==> config.mk <==
export PLATFORM = sky130hd
export DESIGN_NAME = nw_bus_exchanger
export DESIGN_NICKNAME = d
export VERILOG_FILES = /design/src/rtl/nwx_pkg.sv /design/src/rtl/nwx_dir_fsm.sv /design/src/rtl/nwx_a2b_path.sv /design/src/rtl/nwx_b2a_path.sv /design/src/rtl/nw_bus_exchanger.sv
export SDC_FILE = /design/constraint.sdc
export NUM_CORES = 1
export LEC_CHECK = 0
export CAP_MARGIN = 10
export CORE_ASPECT_RATIO = 1.25
export CORE_MARGIN = 5
export CORE_UTILIZATION = 43
export CTS_BUF_LIST = sky130_fd_sc_hd__clkbuf_2 sky130_fd_sc_hd__clkbuf_4 sky130_fd_sc_hd__clkbuf_8
export DETAILED_ROUTE_END_ITERATION = 16
export PLACE_DENSITY = 0.77
export SLEW_MARGIN = 20
export SYNTH_ARGS = -nofsm -noshare
export SYNTH_HDL_FRONTEND = slang
export SYNTH_SLANG_ARGS = --single-unit
==> constraint.sdc <==
create_clock -name clk -period 1 [get_ports clk]
set_input_delay 0.15 -clock clk [delete_from_list [all_inputs] [get_ports clk]]
set_output_delay 0.15 -clock clk [all_outputs]
set_load 0.01 [all_outputs]
==> src/rtl/nwx_pkg.sv <==
package nwx_pkg;
    typedef enum logic {
        DIR_B_TO_A = 1'b0,
        DIR_A_TO_B = 1'b1
    } xdir_e;
endpackage

==> src/rtl/nwx_dir_fsm.sv <==
module nwx_dir_fsm
    import nwx_pkg::*;
(
    input  logic clk,
    input  logic rst,
    input  logic dir,
    input  logic oe_n,
    output logic a_en,
    output logic b_en
);
    xdir_e state_q, state_d;

    always_comb begin
        unique case (state_q)
            DIR_B_TO_A: state_d = dir ? DIR_A_TO_B : DIR_B_TO_A;
            DIR_A_TO_B: state_d = dir ? DIR_A_TO_B : DIR_B_TO_A;
            default:    state_d = DIR_B_TO_A;
        endcase
    end

    always_ff @(posedge clk) begin
        if (rst) state_q <= DIR_B_TO_A;
        else     state_q <= state_d;
    end

    always_comb begin
        a_en = 1'b0;
        b_en = 1'b0;
        unique case (state_q)
            DIR_B_TO_A: a_en = !oe_n;
            DIR_A_TO_B: b_en = !oe_n;
            default: ;
        endcase
    end

    // the enables follow the direction sampled on the previous edge
    a_r7_dir_registered: assert property (@(posedge clk) disable iff (rst)
        !oe_n |=> oe_n || (b_en == $past(dir)));
    // never both sides driving
    a_r8_no_contention: assert property (@(posedge clk) disable iff (rst)
        !(a_en && b_en));
    // output enable high silences every driver
    always_comb begin
        if (!rst && oe_n)
            a_r6_oe_off: assert (!a_en && !b_en);
    end
endmodule

==> src/rtl/nwx_a2b_path.sv <==
module nwx_a2b_path #(
    parameter int WIDTH = 18
) (
    input  logic             clk,
    input  logic             rst,
    input  logic             sel,
    input  logic [WIDTH-1:0] a_in,
    output logic [WIDTH-1:0] b1_out,
    output logic [WIDTH-1:0] b2_out
);
    logic [WIDTH-1:0] first_q, second_q, wide2_q;

    always_ff @(posedge clk) begin
        if (rst) begin
            first_q  <= '0;
            second_q <= '0;
            wide2_q  <= '0;
        end else if (sel) begin
            second_q <= first_q;
            wide2_q  <= a_in;
        end else begin
            first_q  <= a_in;
        end
    end

    assign b1_out = second_q;
    assign b2_out = wide2_q;

    // a select-low edge leaves the wide side untouched
    a_r4_low_holds: assert property (@(posedge clk) disable iff (rst)
        !sel |=> $stable(b1_out) && $stable(b2_out));
    // a select-high edge reloads the second wide word from the narrow port
    a_r3_high_loads: assert property (@(posedge clk) disable iff (rst)
        sel |=> b2_out == $past(a_in));
    // a low edge followed by a high edge delivers the low word on 1B
    a_r2_pair_aligned: assert property (@(posedge clk) disable iff (rst)
        (!$past(sel) && sel) |=> b1_out == $past(a_in, 2));
endmodule

==> src/rtl/nwx_b2a_path.sv <==
module nwx_b2a_path #(
    parameter int WIDTH = 18
) (
    input  logic             clk,
    input  logic             rst,
    input  logic             sel,
    input  logic [WIDTH-1:0] b1_in,
    input  logic [WIDTH-1:0] b2_in,
    output logic [WIDTH-1:0] a_out
);
    logic [WIDTH-1:0] cap1_q, cap2_q, narrow_q;
    logic             pick_q;
    logic [1:0]       age_q;

    always_ff @(posedge clk) begin
        if (rst) begin
            cap1_q   <= '0;
            cap2_q   <= '0;
            pick_q   <= 1'b0;
            narrow_q <= '0;
        end else begin
            cap1_q   <= b1_in;
            cap2_q   <= b2_in;
            pick_q   <= sel;
            narrow_q <= pick_q ? cap2_q : cap1_q;
        end
    end

    assign a_out = narrow_q;

    // cycles since reset, saturating, so the two-edge check never reaches before reset
    always_ff @(posedge clk) begin
        if (rst)               age_q <= 2'd0;
        else if (age_q != 2'd2) age_q <= age_q + 2'd1;
    end

    // the half chosen two edges ago by sel appears on A
    a_r5_select_latency: assert property (@(posedge clk) disable iff (rst)
        (age_q == 2'd2) |->
            a_out == ($past(sel, 2) ? $past(b2_in, 2) : $past(b1_in, 2)));
endmodule

==> src/rtl/nw_bus_exchanger.sv <==
module nw_bus_exchanger #(
    parameter int WIDTH = 18
) (
    input  logic             clk,
    input  logic             rst,
    input  logic             sel,
    input  logic             oe_n,
    input  logic             dir,
    input  logic [WIDTH-1:0] a_in,
    output logic [WIDTH-1:0] a_out,
    output logic             a_drv,
    input  logic [WIDTH-1:0] b1_in,
    output logic [WIDTH-1:0] b1_out,
    output logic             b1_drv,
    input  logic [WIDTH-1:0] b2_in,
    output logic [WIDTH-1:0] b2_out,
    output logic             b2_drv
);
    logic b_en;

    nwx_dir_fsm u_dir (
        .clk  (clk),
        .rst  (rst),
        .dir  (dir),
        .oe_n (oe_n),
        .a_en (a_drv),
        .b_en (b_en)
    );

    nwx_a2b_path #(.WIDTH(WIDTH)) u_a2b (
        .clk    (clk),
        .rst    (rst),
        .sel    (sel),
        .a_in   (a_in),
        .b1_out (b1_out),
        .b2_out (b2_out)
    );

    nwx_b2a_path #(.WIDTH(WIDTH)) u_b2a (
        .clk   (clk),
        .rst   (rst),
        .sel   (sel),
        .b1_in (b1_in),
        .b2_in (b2_in),
        .a_out (a_out)
    );

    assign b1_drv = b_en;
    assign b2_drv = b_en;

    // the cycle after reset, all data outputs are cleared
    a_r1_reset_clear: assert property (@(posedge clk)
        $past(rst) |-> (a_out == '0) && (b1_out == '0) && (b2_out == '0));
endmodule

==> results of run 1 <==
[metrics by stage]
step	setup WS (ps)	util [%]	cell area (µm²)	power, mW	std cells
CTS	-129	59.6	4880	8.39	550
finish	-134	62.5	5120	8.38	554
global route	-196	62.5	5120	8.79	554
floorplan	70.0	-	3590	5.21	335
detailed placement	-423	59.0	4840	5.75	534
global placement	-414	59.0	4840	5.72	534
[cells in the final DEF (no fill, tap or decap), drive strengths merged]
master	Yosys	routed
dfxtp	110	110
buf	21	72
clkdlybuf4s50	0	56
nor2b	39	39
nor2	37	37
nand2b	36	36
a21oi	36	36
mux2i	36	36
nand2	18	18
clkbuf	2	13
clkinv	0	1
clkinvlp	0	1
bufinv	0	1
inv	0	1
[where the power goes]
group	internal, mW	switching [mW]	leakage [nW]	total [mW]
logic	0.586	0.376	1.12	0.963
registers	4.62	0.0900	0.925	4.71
clock network	1.30	1.41	0.104	2.71
[how the worst min path moves through the flow]
stage / endpoint / slack (ps) / cells after the start
6_report: u_b2a.a_out[11]$_SDFF_PP0_ / 40 / 2
5_1_grt: u_b2a.cap2_q[11]$_SDFF_PP0_ / 30 / 2
4_1_cts: u_b2a.cap2_q[11]$_SDFF_PP0_ / 20 / 2
3_5_place_dp: u_b2a.cap2_q[11]$_SDFF_PP0_ / 420 / 2
3_3_place_gp: u_b2a.a_out[11]$_SDFF_PP0_ / 420 / 2
2_1_floorplan: u_b2a.cap1_q[0]$_SDFF_PP0_ / 280 / 1
[area by class of cell]
type / count / area (µm²) / share of cell area [%]
clock buffers: 12 / 153 / 2.98
clock inverters: 4 / 55.1 / 1.07
repair buffers: 129 / 1310 / 25.5
multi-input cells: 202 / 1230 / 24.0
well taps: 97 / 121 / 2.37
flip-flops and latches: 110 / 2260 / 44.0
[cells by family (layout without fill, tap and decap cells)]
group | after synthesis | in the layout | share of synthesized area (%)
and+or+nand+nor | 130 | 130 | 18.8
buffers and inverters | 23 | 145 | 4.70
muxes | 36 | 36 | 10.0
AOI/OAI and AO/OA | 36 | 36 | 5.12
DFF | 110 | 110 | 61.3
[critical path, cell delays in order (launching register included)]
cell and delay, ps:
dfxtp_2 350, nor2b_4 140, buf_2 140
[what timing repair did]
item | CTS | global route
resized for setup | 281 | 37
endpoints found under the setup margin | 57 | 46
setup buffers | 0 | 3
cloned | 0 | 1
[routing by layer]
layer  track usage [%]  up-vias  wire (µm)
li1                  -     1306          -
met1              17.5     1128       3180
met2              24.7       77       3810
met3              4.09       11        506
met4              8.62        0        186
met5                 0        -          0
[state kept, by name (all words and copies together) (netlist names)]
signal,flops
u_a2b.b1_out,18
u_a2b.first_q,18
u_b2a.cap2_q,18
u_a2b.b2_out,18
u_b2a.a_out,18
u_dir.state_q,1
u_b2a.pick_q,1
u_b2a.cap1_q,18
==> results.txt, run 1 <==
Yosys top cell area share = 61.3%
Cell variety after synth = 14
H-tree levels = 3
Max Cap Viol = 0
IO Pins = 116
final worst slack = -134 ps
drt wl/cell = 13.9 µm
first-pass GRT wire length = 12.1 mm
CTS tree = done
top-count cell post-synth = dfxtp_1
Final GP Congestion = 0.694
antenna viol nets, final = 0
cts hold-fix bufs = 0
Peak Freq = 882 MHz
total grt overflow = 0
die area = 10300 µm²
Post-synth EDFFs = 0
Final Setup Violations = 3
number of diodes = 0
Critical path origin = u_dir.state_q$_SDFF_PP0_
Peak VDD IR = 840 µV
Worst Min Path Start = rst
Tot GR Track Use = 15.0%
First-pass DRT Iterations = 6
Synth Flop Type = dfxtp_1
relative slew slack = 86.2%
Core Area = 8190 µm²
Seq/Total Area, Yosys = 61.3%
fin crit period = 1130 ps
CP required = 850 ps
I/O Buffers = 115
CP endpoint = b1_drv
setup TNS = -363 ps
Worst-Margin Slew = 206 ps
clk slew on worst S/H paths = 100 ps
Filler cells = 695
failing checks = negative setup slack
CP Max Fanout = 2
Die Wd = 91.7 µm
Initial Util = 43.8%
clk buf depth = 2
r2r endpoint = u_b2a.a_out[17]$_SDFF_PP0_
worst reg-to-reg setup slack = 80 ps
Die Height = 112 µm
Worst Setup Start Kind = flop
worst hold margin = 44.3 ps
Initial DRC Count = 77
most frequent cells after synthesis = dfxtp_1, nor2b_1, nor2_1
Final Hold Vio Count = 0
reg2reg start = u_b2a.pick_q$_SDFF_PP0_
worst path arrival time = 980 ps
#FFs+latches synth = 110
vias = 2522
Tcrit/Tclk final = 113%
final WL = 7.68 mm
Yosys warnings = 0
Pleak = 2.15 nW
total clock sinks = 110
Avg Cell Area, Syn = 10.7 µm²
Synth Net Count = 394
reg2reg path depth = 3
vias in the first global route = 2430
Final HPWL DP = 5.28 mm
Worst Skew = 8.94 ps
CTS buffer count = 9
Area Overhead vs Synth = 42.6%
Async SR Flop Fraction = 0%
initial antenna violation count = 0
Max Slew Vio Count = 0
fraction of layout cells with a size suffix above 1 = 29.5%
Syn Inst Count = 335
cell row count = 37
cell area power density = 1640 nW/µm²
CP endpoint kind = output pin
HP Class = input port to flop
DRC violations left = 0
top post-synthesis cells by area = dfxtp_1, mux2i_1, nor2b_1
synthesized cell area = 3590 µm²
critical path class = flop to output pin
Via density = 4.55
root buf cell = clkbuf_8
RSZ-0062 raised after global routing = true
clk_lat worst skew = 360 ps
status = finished, violations left
Layout Nets = 511
largest area contributor in the netlist = dfxtp_1
pin count of the biggest net entering global routing = 49
Note: power is estimated with default switching activity, not from simulation.
==> run 2, diff against run 1 <==
--- a/config.mk
+++ b/config.mk
@@ -11,6 +11,7 @@
 export CORE_UTILIZATION = 43
 export CTS_BUF_LIST = sky130_fd_sc_hd__clkbuf_2 sky130_fd_sc_hd__clkbuf_4 sky130_fd_sc_hd__clkbuf_8
 export DETAILED_ROUTE_END_ITERATION = 16
+export HOLD_SLACK_MARGIN = 0.06
 export PLACE_DENSITY = 0.77
 export SLEW_MARGIN = 20
 export SYNTH_ARGS = -nofsm -noshare
==> results.txt, run 2 (same netlist as run 1, synthesis figures left out) <==
pre-CTS setup slack = -423 ps (unchanged)
Max Cap Viol = 0 (unchanged)
clk buf depth = 2 (unchanged)
CP required = 850 ps (about the same)
final worst slack = -134 ps (unchanged)
Core Area = 8190 µm² (unchanged)
area occupied by multi-input gates = 1230 µm² (unchanged)
final WL = 7.68 mm (about the same)
Initial Util = 43.8% (unchanged)
Final Hold Vio Count = 0 (unchanged)
Area Overhead vs Synth = 42.9%
critical path class = flop to output pin
I/O Buffers = 115 (unchanged)
First-pass DRT Iterations = 6 (unchanged)
power share of the clock group = 32.3% (about the same)
Pleak = 2.15 nW (+0.19%)
Tcrit/Tclk final = 113% (unchanged)
CP Max Fanout = 2 (unchanged)
Die Height = 112 µm (unchanged)
Peak Freq = 882 MHz (unchanged)
Filler cells = 695 (unchanged)
status = finished, violations left
total clock sinks = 110 (unchanged)
Switch Pwr = 1.88 mW (about the same)
Peak VDD IR = 840 µV (unchanged)
final total power = 8.38 mW (about the same)
Worst-Margin Slew = 206 ps (+0.00215 ps)
cell row count = 37 (unchanged)
Final HPWL DP = 5.28 mm (unchanged)
antenna viol nets, final = 0 (unchanged)
Seq pwr share = 56.1% (about the same)
Critical path origin = u_dir.state_q$_SDFF_PP0_
Worst Setup Start Kind = flop
first-pass GRT wire length = 12.1 mm (-0.12%)
cell area power density = 1630 nW/µm² (-0.16%)
Worst Min Path Start = sel
Final GP Congestion = 0.694 (unchanged)
Initial DRC Count = 88 (+14%)
clk_lat worst skew = 360 ps (about the same)
clk slew on worst S/H paths = 100 ps (about the same)
H-tree levels = 3 (unchanged)
Gate power share = 11.5% (about the same)
HP Class = input port to flop
Int Pwr = 6.50 mW (about the same)
Seq. cell area = 2260 µm² (unchanged)
Worst Skew = 8.94 ps (unchanged)
IO Pins = 116 (unchanged)
relative slew slack = 86.2% (about the same)
worst path arrival time = 980 ps (about the same)
vias in the first global route = 2430 (unchanged)
Final Setup Violations = 3 (unchanged)
total grt overflow = 0 (unchanged)
switching portion of total power = 22.4% (about the same)
Layout Nets = 512 (+0.20%)
reg2reg start = u_b2a.pick_q$_SDFF_PP0_
initial antenna violation count = 0 (unchanged)
CP endpoint kind = output pin
Cells after DPL = 534 (unchanged)
Die Wd = 91.7 µm (unchanged)
CTS tree = done
final cell count without fillers = 555 (+0.18%)
failing checks = negative setup slack
vias = 2526 (+0.16%)
fraction of layout cells with a size suffix above 1 = 29.5% (-0.064 points)
Via density = 4.55 (about the same)
setup TNS = -363 ps (unchanged)
die area = 10300 µm² (unchanged)
commonest non-fill, non-tap cell in the layout = dfxtp_1
Tot GR Track Use = 15.0% (about the same)
most frequent cells in the layout = dfxtp_1, clkdlybuf4s50_1, dfxtp_2, buf_6, nor2b_1
number of diodes = 0 (unchanged)
fin crit period = 1130 ps (unchanged)
DRC violations left = 0 (unchanged)
Max Slew Vio Count = 0 (unchanged)
drt wl/cell = 13.8 µm (-0.15%)
pin count of the biggest net entering global routing = 49 (unchanged)
CTS buffer count = 9 (unchanged)
RSZ-0062 raised after global routing = true
root buf cell = clkbuf_8
[run 2: cell count changes in the layout (fill, tap and decap cells not counted)]
cell	before	now
dlygate4sd3_1	0	1
[run 2: worst paths after layout]
path | endpoint | slack, ps | depth (start not counted)
min | u_b2a.pick_q$_SDFF_PP0_ | 280 | 3
min reg2reg | u_a2b.b1_out[1]$_SDFFE_PP0P_ | 470 | 2
max | b1_drv | -130 | 2
max reg2reg | u_b2a.a_out[17]$_SDFF_PP0_ | 80 | 3
[run 2: timing repair]
item / in CTS / in global routing
hold endpoints to repair: 2 / 0
pin swaps: 0 / 0
resized for setup: 281 / 37
hold buffers: 1 / 0
cloned: 0 / 1
setup endpoints to repair: 57 / 46
buffers inserted: 0 / 3
[run 2: layer usage]
layer / up-vias / GRT usage [%] / part of all wire, % / wire length (µm)
met5: - / 0 / 0 / 0
met4: 0 / 8.62 / 2.4 / 186
met3: 11 / 4.02 / 6.6 / 505
met2: 77 / 24.7 / 50 / 3810
met1: 1130 / 17.5 / 41 / 3180
li1: 1308 / - / - / -
[run 2: final cells by class]
| type | count | share of cell area (%) |
|---|---|---|
| multi-input cells | 202 | 24.0 |
| clock inverters | 4 | 1.07 |
| repair buffers | 130 | 25.6 |
| well taps | 97 | 2.36 |
| flip-flops and latches | 110 | 44.0 |
| clock buffers | 12 | 2.97 |
[run 2: critical path: stages, from the launching register on]
cell,delay (ps)
dfxtp_2,350
nor2b_4,140
buf_2,140
[run 2: power groups by stage]
stage / clock network (mW) / logic [mW] / registers [mW]
2_1_floorplan: 0 / 0.400 / 4.81
5_1_grt: 3.01 / 1.05 / 4.73
4_1_cts: 2.80 / 0.901 / 4.69
3_5_place_dp: 0 / 0.970 / 4.78
6_report: 2.71 / 0.966 / 4.71
3_3_place_gp: 0 / 0.955 / 4.76
[run 2: through the flow]
step | hold WS, ps | utilization (%) | area, µm²
floorplan | 278 | - | 3590
global placement | 419 | 59.0 | 4840
detailed placement | 420 | 59.0 | 4840
CTS | 263 | 59.7 | 4890
global route | 271 | 62.6 | 5130
finish | 282 | 62.6 | 5130
